$ cat config.mk
export PLATFORM = sky130hd
export DESIGN_NAME = cpRegScanAccess
export DESIGN_NICKNAME = d
export VERILOG_FILES = /design/src/rtl/cpScanPkg.sv /design/src/rtl/cpRegBank.sv /design/src/rtl/cpScanCtrl.sv /design/src/rtl/cpScanPath.sv /design/src/rtl/cpRegScanAccess.sv
export SDC_FILE = /design/constraint.sdc
export NUM_CORES = 1
export LEC_CHECK = 0
export ABC_AREA = 1
export BUFFER_PORTS_ARGS = -buffer_cell sky130_fd_sc_hd__buf_2
export CAP_MARGIN = 30
export CORE_MARGIN = 1.5
export CORE_UTILIZATION = 62
export CTS_BUF_LIST = sky130_fd_sc_hd__clkbuf_4 sky130_fd_sc_hd__clkbuf_8
export CTS_CLUSTER_DIAMETER = 50
export DETAILED_ROUTE_END_ITERATION = 7
export MAX_ROUTING_LAYER = met4
export PLACE_DENSITY_LB_ADDON = 0.1
export SLEW_MARGIN = 40
export SYNTH_ARGS = -nofsm -noshare
export SYNTH_HDL_FRONTEND = slang
export SYNTH_SLANG_ARGS = --single-unit
$ cat constraint.sdc
create_clock -name tck -period 1.9 [get_ports tck]
set_input_delay 0.19 -clock tck [delete_from_list [all_inputs] [get_ports tck]]
set_output_delay 0.19 -clock tck [all_outputs]
set_load 0.01 [all_outputs]
$ cat src/rtl/cpScanPkg.sv
package cpScanPkg;
  localparam int DATA_W   = 32;
  localparam int ADDR_W   = 14;
  localparam int ACC_POS  = DATA_W;
  localparam int ADDR_LSB = DATA_W + 1;
  localparam int RW_POS   = ADDR_LSB + ADDR_W;
  localparam int CHAIN_W  = RW_POS + 1;
  localparam int NUM_REGS = 3;

  typedef logic [ADDR_W-1:0]  cpAddr_t;
  typedef logic [DATA_W-1:0]  cpWord_t;
  typedef logic [CHAIN_W-1:0] chainWord_t;

  // address = {op1, op2, crn, crm}
  localparam cpAddr_t ADDR_CONTROL   = {3'd0, 3'd0, 4'd1,  4'd0};
  localparam cpAddr_t ADDR_DBG_OVR   = {3'd0, 3'd0, 4'd15, 4'd0};
  localparam cpAddr_t ADDR_CACHE_DBG = {3'd7, 3'd0, 4'd15, 4'd0};

  localparam cpAddr_t REG_ADDR [NUM_REGS] = '{ADDR_CONTROL, ADDR_DBG_OVR, ADDR_CACHE_DBG};

  typedef struct packed {
    logic latchReq;
    logic finishAccess;
  } ctrlStrobe_t;
endpackage

$ cat src/rtl/cpRegBank.sv
module cpRegBank
  import cpScanPkg::*;
(
  input  logic    tck,
  input  logic    rstN,
  input  logic    wrEn,
  input  cpAddr_t addr,
  input  cpWord_t wrData,
  output cpWord_t rdData,
  output logic    hit
);
  logic [NUM_REGS-1:0]             hitVec;
  logic [NUM_REGS-1:0][DATA_W-1:0] regVals;

  generate
    for (genvar i = 0; i < NUM_REGS; i++) begin : gReg
      logic [DATA_W-1:0] value;
      assign hitVec[i] = (addr == REG_ADDR[i]);
      always_ff @(posedge tck) begin
        if (!rstN)                     value <= '0;
        else if (wrEn && hitVec[i])    value <= wrData;
      end
      assign regVals[i] = value;
    end
  endgenerate

  always_comb begin
    rdData = '0;
    for (int i = 0; i < NUM_REGS; i++)
      if (hitVec[i]) rdData = rdData | regVals[i];
  end

  assign hit = |hitVec;

  // a write that hits nothing leaves every register as it was
  assert_discard_unimpl_R8: assert property (@(posedge tck) disable iff (!rstN)
    (wrEn && !hit) |=> $stable(regVals));

  // a write to a real register is readable on the next cycle
  assert_write_lands_R4: assert property (@(posedge tck) disable iff (!rstN)
    (wrEn && hit) |=> ((addr != $past(addr)) || (rdData == $past(wrData))));
endmodule

$ cat src/rtl/cpScanCtrl.sv
module cpScanCtrl
  import cpScanPkg::*;
#(
  parameter int LATENCY = 3
) (
  input  logic        tck,
  input  logic        rstN,
  input  logic        chainSel,
  input  logic        updateDr,
  input  logic        reqAccess,
  output ctrlStrobe_t strobe,
  output logic        busy,
  output logic        doneFlag
);
  localparam int CNT_W = (LATENCY < 2) ? 1 : $clog2(LATENCY + 1);

  logic [CNT_W-1:0] waitCnt;
  logic startReq, finishNow;

  assign startReq  = chainSel && updateDr && reqAccess && !busy;
  assign finishNow = busy && (waitCnt == '0);

  always_comb begin
    strobe.latchReq     = startReq;
    strobe.finishAccess = finishNow;
  end

  always_ff @(posedge tck) begin
    if (!rstN) begin
      busy     <= 1'b0;
      waitCnt  <= '0;
      doneFlag <= 1'b0;
    end else if (startReq) begin
      busy     <= 1'b1;
      waitCnt  <= CNT_W'(LATENCY - 1);
      doneFlag <= 1'b0;
    end else if (finishNow) begin
      busy     <= 1'b0;
      doneFlag <= 1'b1;
    end else if (busy) begin
      waitCnt  <= waitCnt - 1'b1;
    end
  end

  // independent age counter for the latency check
  logic [31:0] sinceStart;
  always_ff @(posedge tck) begin
    if (!rstN)                sinceStart <= '0;
    else if (strobe.latchReq) sinceStart <= '0;
    else if (busy)            sinceStart <= sinceStart + 1;
  end

  // starting an access clears done and marks the port busy
  assert_done_clear_on_start_R7: assert property (@(posedge tck) disable iff (!rstN)
    strobe.latchReq |=> (busy && !doneFlag));

  // completion lands exactly LATENCY cycles after the start
  assert_latency_R6: assert property (@(posedge tck) disable iff (!rstN)
    strobe.finishAccess |-> (sinceStart == 32'(LATENCY - 1)));

  // a no-operation update on an idle port starts nothing
  assert_nop_no_start_R5: assert property (@(posedge tck) disable iff (!rstN)
    (chainSel && updateDr && !reqAccess && !busy) |=> !busy);

  // a request arriving while busy does not restart the wait
  assert_busy_ignore_R7: assert property (@(posedge tck) disable iff (!rstN)
    (busy && !strobe.finishAccess) |=> (busy && !strobe.latchReq));
endmodule

$ cat src/rtl/cpScanPath.sv
module cpScanPath
  import cpScanPkg::*;
(
  input  logic        tck,
  input  logic        rstN,
  input  logic        chainSel,
  input  logic        captureDr,
  input  logic        shiftDr,
  input  logic        tdi,
  input  ctrlStrobe_t strobe,
  input  logic        doneFlag,
  output logic        reqAccess,
  output logic        tdo
);
  chainWord_t shiftReg;
  cpAddr_t    curAddr;
  cpWord_t    curData;
  logic       curWrite;
  cpWord_t    readData;
  cpWord_t    bankRd;
  logic       bankHit;
  chainWord_t capWord;

  assign reqAccess = shiftReg[ACC_POS];

  always_comb begin
    capWord                         = '0;
    capWord[ACC_POS]                = doneFlag;
    capWord[RW_POS-1:ADDR_LSB]      = curAddr;
    capWord[DATA_W-1:0]             = (doneFlag && !curWrite) ? readData : '0;
  end

  always_ff @(posedge tck) begin
    if (!rstN)                       shiftReg <= '0;
    else if (chainSel && captureDr)  shiftReg <= capWord;
    else if (chainSel && shiftDr)    shiftReg <= {tdi, shiftReg[CHAIN_W-1:1]};
  end

  always_ff @(posedge tck) begin
    if (!rstN) begin
      curAddr  <= '0;
      curData  <= '0;
      curWrite <= 1'b0;
      readData <= '0;
    end else begin
      if (strobe.latchReq) begin
        curAddr  <= shiftReg[RW_POS-1:ADDR_LSB];
        curData  <= shiftReg[DATA_W-1:0];
        curWrite <= shiftReg[RW_POS];
      end
      if (strobe.finishAccess && !curWrite)
        readData <= bankRd;
    end
  end

  cpRegBank bank (
    .tck    (tck),
    .rstN   (rstN),
    .wrEn   (strobe.finishAccess && curWrite),
    .addr   (curAddr),
    .wrData (curData),
    .rdData (bankRd),
    .hit    (bankHit)
  );

  assign tdo = chainSel ? shiftReg[0] : 1'b0;

  // a read of an unimplemented address yields zero
  assert_unimpl_read_zero_R8: assert property (@(posedge tck) disable iff (!rstN)
    (strobe.finishAccess && !curWrite && !bankHit) |=> (readData == '0));

  // a deselected chain keeps its contents
  assert_hold_unselected_R9: assert property (@(posedge tck) disable iff (!rstN)
    !chainSel |=> $stable(shiftReg));
endmodule

$ cat src/rtl/cpRegScanAccess.sv
module cpRegScanAccess
  import cpScanPkg::*;
#(
  parameter int LATENCY = 3
) (
  input  logic tck,
  input  logic rstN,
  input  logic chainSel,
  input  logic captureDr,
  input  logic shiftDr,
  input  logic updateDr,
  input  logic tdi,
  output logic tdo
);
  ctrlStrobe_t strobe;
  logic        busy;
  logic        doneFlag;
  logic        reqAccess;

  cpScanCtrl #(.LATENCY(LATENCY)) ctrl (
    .tck       (tck),
    .rstN      (rstN),
    .chainSel  (chainSel),
    .updateDr  (updateDr),
    .reqAccess (reqAccess),
    .strobe    (strobe),
    .busy      (busy),
    .doneFlag  (doneFlag)
  );

  cpScanPath path (
    .tck       (tck),
    .rstN      (rstN),
    .chainSel  (chainSel),
    .captureDr (captureDr),
    .shiftDr   (shiftDr),
    .tdi       (tdi),
    .strobe    (strobe),
    .doneFlag  (doneFlag),
    .reqAccess (reqAccess),
    .tdo       (tdo)
  );

  initial assert (LATENCY >= 1) else $error("LATENCY must be at least 1");
endmodule

# Word-level counts from Yosys, hierarchy flattened
# Cells that the tools add are included.
[word_totals]
regBits = 227
out_inout_bits = 1
word_cells = 56
[op_classes]
add_sub_neg = 1
eq_ne = 4
muxes = 12
bitwise = 4
reduce_logical = 22
[op_table]
columns = ["operator", "n"]
rows = [
  ["$mux 32", 4],
  ["$mux 47", 2],
  ["$or 32x32->32", 2],
  ["$eq 14x14->1 const B", 1],
  ["$eq 14x5->1 const B", 1],
  ["$eq 14x8->1 const B", 1],
  ["$logic_and 1x1->1", 12],
  ["$mux 2", 3],
  ["$reduce_bool 2->1", 3],
  ["$reduce_and 2->1", 2],
  ["$reduce_or 2->1", 2],
  ["$mux 1", 3],
  ["$logic_not 1->1", 2],
  ["$logic_not 2->1", 1],
  ["$ne 2x1->1 const B", 1],
  ["$not 1->1", 2],
  ["$sub 2x1->2 const B", 1],
]

# Depth between registers and ports, before layout
[depth]
depth_word = 6
mapped_depth = 10
ltp_nobuf = 8

# Modules after synthesis
# From an unflattened synthesis, not the netlist that was laid out.
[hier_totals]
cells_unflattened = 1568
hier_area_um2 = 10287.4
[modules_own_cells]
columns = ["module", "n_inst", "cells_per_inst", "area_per_inst_um2", "seq_area_each_um2"]
rows = [
  ["cpRegBank", 1, 883, 5206.2, 1921.8],
  ["cpScanPath", 1, 654, 4867.2, 2542.4],
  ["cpScanCtrl", 1, 31, 214.0, 80.1],
]

# Worst setup path after synthesis
# OpenSTA, ideal clock, no wires.
[synth_path]
path_type = "register to register"
start = "register ctrl.waitCnt[0]"
end = "register path.bank.gReg[0].value[11]"
setup_time_ps = 70
arrival_ps = 1331
required_time_ps = 1830
path_slack_ps = 499
path_stages_with_launch = 9
path_buffers = 2
period_less_slack_ps = 1401
cell_sequence = "dfxtp_1 > inv_1 > ha_1 > nand2_1 > nor2_4 > buf_4 > buf_2 > nand4_1 > a21oi_1"
[synth_via]
elab_chain_len = 4
[synth_rtl]
columns = ["item", "line", "source"]
rows = [
  ["start, declared", "cpScanCtrl.sv:17", "logic [CNT_W-1:0] waitCnt;"],
  ["start signal, assigned", "cpScanCtrl.sv:35", "waitCnt <= CNT_W'(LATENCY - 1);"],
  ["start signal, assigned", "cpScanCtrl.sv:41", "waitCnt <= waitCnt - 1'b1;"],
  ["$logic_not 2->1", "cpScanCtrl.sv:21", "assign finishNow = busy && (waitCnt == '0);"],
  ["$logic_and 1x1->1", "cpScanCtrl.sv:21", ""],
  ["$logic_and 1x1->1", "cpScanPath.sv:59", ".wrEn (strobe.finishAccess && curWrite),"],
  ["$logic_and 1x1->1", "cpRegBank.sv:21", "else if (wrEn && hitVec[i]) value <= wrData;"],
  ["end signal, assigned", "cpRegBank.sv:21", ""],
  ["end, declared", "cpRegBank.sv:17", "logic [DATA_W-1:0] value;"],
]
# Every way passes these cells.
# A chain may end at the register's enable or synchronous reset.

# Worst setup path in the final report
[layout_path]
start = "register ctrl.waitCnt[0]"
end = "register path.bank.gReg[2].value[19]"
[layout_via]
elab_chain_len = 4
[layout_rtl]
columns = ["item", "line"]
rows = [
  ["$logic_not 2->1", "cpScanCtrl.sv:21"],
  ["$logic_and 1x1->1", "cpScanCtrl.sv:21"],
  ["$logic_and 1x1->1", "cpScanPath.sv:59"],
  ["$logic_and 1x1->1", "cpRegBank.sv:21"],
  ["end signal, assigned", "cpRegBank.sv:21"],
  ["end, declared", "cpRegBank.sv:17"],
]
# Every way passes these cells.

==> key figures <==
STA
  • Final worst-path cycle share: 89.8%
  • Hold Vio Cnt, Final: 0
  • Slew @ Worst Pin: 541 ps
  • # setup viols final: 0
  • Post-route setup slack: 194 ps
  • RSZ-0062 raised after global routing: no
  • Achievable Freq: 586 MHz
  • Min Hold Slack: 108 ps
  • Slew Viols, Final: 0
  • Post-layout min period: 1710 ps
  • Setup TNS: 0 ps
  • Rel. slew slack: 63.9%
  • Worst clock skew: 19.5 ps

Placement
  • DP Worst Slack: 209 ps
  • Placed instance area: 9700 sq um
  • Gpl congestion: 0.767
  • PortBufs: 7
  • Post-DP HPWL: 12.1 mm

Critical path
  • Worst path max stage delay: 300 ps
  • Top delay family on crit path: simple AND/OR/NAND/NOR gates
  • Worst Path Buf+Inv: 2
  • Critical-path cell list: inv_1 > ha_1 > nand2_1 > nor2_4 > nand3_4 > buf_12 > nand2_1 > nand2_1 > nor2_1
  • Crit-path max FO: 27
  • Reg2reg setup slack: 190 ps
  • Critical Path RT: 2350 ps
  • Critical Path Start Type: flip-flop
  • CP Capture Type: flip-flop
  • Crit. path cell count: 9
  • Top cell by count, worst path: nand2_1
  • Worst Path Arrival: 2160 ps
  • Worst Reg-to-Reg Cells: 9
  • Crit Path Category: reg2reg
  • Max stage delay cell, worst path: dfxtp_1

Finish
  • Layout area overhead: 9.56%
  • Fillcell total: 1285
  • Antenna Cells: 0
  • Final Instance Area: 10500 sq um
  • Multi-input logic area: 4300 sq um
  • Reg area: 4540 sq um
  • Share of cells above drive strength 1: 8.82%
  • Fin nets: 1310
  • Final Core Density: 69.3%

Drt
  • Vias: 8651
  • Via density: 5.71
  • Antenna-violating nets left: 0
  • DRC Markers: 0
  • Drt initial violations: 804
  • Final wirelength: 22.8 mm
  • DR WL/cell: 15.1 um
  • Drt pass-1 iters: 7

Clocking
  • Root Driver: clkbuf_8
  • CTS Buf Count: 38
  • Post-CTS Setup Inserts: 0
  • Buffers from clock root to sink, at most: 3
  • Clk_lat worst skew: 530 ps
  • CTS tree: done
  • Clock-pin slew on the worst setup and hold paths: 60 ps
  • Sink Count: 227
  • Htree depth: 2

Global routing
  • Largest net degree at the start of global routing: 148
  • Grt total ovfl: 0
  • Vias in the first global route: 7888
  • Initial antenna violation count: 0
  • First-pass GRT wire length: 38.7 mm
  • GRT Total Usage: 29.9%

Logic synthesis
  • Avg Cell Area, Syn: 7.17 sq um
  • Top cell type's share of synthesized area: 47.4%
  • Synth area leaders: dfxtp_1 (47%), nand2_1 (10%), nor2_1 (8.5%)
  • Async SR Flop Fraction: 0%
  • Synth unique cells: 26
  • Number of synthesized flops with an enable pin: 0
  • Sequential area share after synthesis: 47.4%
  • Synth Instances: 1336
  • Netlist Area Pre-Place: 9580 sq um
  • Syn nets: 1344
  • Yosys reg bits: 227
  • Dominant synthesized flop cell: dfxtp_1
  • Cell taking the most area after synthesis: dfxtp_1
  • Yosys warns: 0

Die
  • Core area: 15100 sq um
  • Top-Level Pins: 8
  • Initial Util: 63.3%
  • Die Area: 16200 sq um
  • FP Rows: 45
  • Chip Width: 127 um
  • Die Ht: 127 um

Power
  • PwrDens: 958 nW/um^2
  • Leakage power: 4.13 nW
  • Max VDD drop: 0.667 mV

Run
  • Max_cap viols: 0

Outcome
  • Outcome: complete, no violations

Hold path
  • Worst Hold Depth: 3
  • Worst hold path type: in2reg
[cell families (layout without fill, tap and decap cells)]
| group | after synthesis | in the layout | share of synthesized area, % |
|---|---|---|---|
| compound gates | 289 | 289 | 15.3 |
| simple gates | 651 | 651 | 29.2 |
| flops | 227 | 227 | 47.4 |
| xor+xnor | 1 | 1 | 0.0914 |
| fa+ha+maj | 1 | 1 | 0.131 |
| buf+inv | 167 | 157 | 7.91 |
[where the power goes]
part / total [mW] / internal (mW) / switching (mW)
Combinational: 0.645 / 0.185 / 0.460
Clock: 4.44 / 2.52 / 1.92
Sequential: 4.97 / 4.88 / 0.0893
Total: 10.1 / 7.59 / 2.46
[placed cells by master (no fill, tap or decap), types with 6 or more instances in the layout]
cell and count:
a21oi_1 122, nor2_4 6, inv_1 50, buf_12 12, nand2_1 257, clkbuf_4 7, clkbuf_8 51, buf_2 6
nand4_1 65, o21ai_0 160, nand3_1 98, buf_4 17, dfxtp_1 227, nor2_1 216
[repair_timing]
item                                    4_1_cts  5_1_grt
hold buffers                                  1        0
gates resized for setup                       0        1
endpoints found under the setup margin        0        1
hold endpoints to repair                      1        0
[flip-flops by register name, indices dropped and copies added (netlist names)]
name / flops
path.curAddr: 14
ctrl.busy: 1
path.bank.gReg.value: 96
path.curData: 32
ctrl.doneFlag: 1
ctrl.waitCnt: 2
path.readData: 32
path.curWrite: 1
path.shiftReg: 48
[worst min-delay path: stages]
cell and delay, ps:
buf_4 100, inv_2 150, a21oi_1 150
[worst paths after layout]
check	start	endpoint
worst max register to register	ctrl.waitCnt[0]$_SDFFE_PP0P_	path.bank.gReg[2].value[19]$_SDFFE_PN0P_
worst min register to register	path.readData[26]$_SDFFE_PN0P_	path.shiftReg[26]$_SDFFE_PN0P_
worst max-delay path	ctrl.waitCnt[0]$_SDFFE_PP0P_	path.bank.gReg[2].value[19]$_SDFFE_PN0P_
worst min-delay path	rstN	path.shiftReg[39]$_SDFFE_PN0P_
[metrics by stage]
step           power (mW)  std cells
6_report             10.1       1514
5_1_grt              10.4       1514
4_1_cts              10.1       1514
3_5_place_dp         5.71       1449
3_3_place_gp         5.70       1449
2_1_floorplan        5.53       1336
[synthesized netlist by cell type, types with 2 or more instances]
cell type,number
a21oi_1,122
a31oi_1,2
buf_2,39
buf_4,13
buf_6,4
clkbuf_1,51
clkbuf_2,3
dfxtp_1,227
inv_1,51
inv_2,5
nand2_1,257
nand2_2,2
nand3_1,98
nand4_1,65
nor2_1,217
nor2_2,5
nor2_4,2
nor3_1,2
o211ai_1,5
o21ai_0,160
[per-layer routing]
| layer | part of all wire (%) | up-vias | GRT usage (%) |
|---|---|---|---|
| met5 | 0 | - | - |
| met4 | 1.7 | 0 | 8.89 |
| met3 | 6.0 | 34 | 4.56 |
| met2 | 46 | 247 | 48.3 |
| met1 | 47 | 4027 | 39.1 |
| li1 | - | 4343 | - |
[final cells by class]
class                           count  area share [%]
Sequential cell                   227            43.3
Clock inverter                      6           0.310
Multi-Input combinational cell    942            41.0
Tap cell                          188            2.24
Clock buffer                       58            7.19
Timing Repair Buffer               37            3.99
Inverter                           56            2.00
Note: power is estimated with default switching activity, not from simulation.
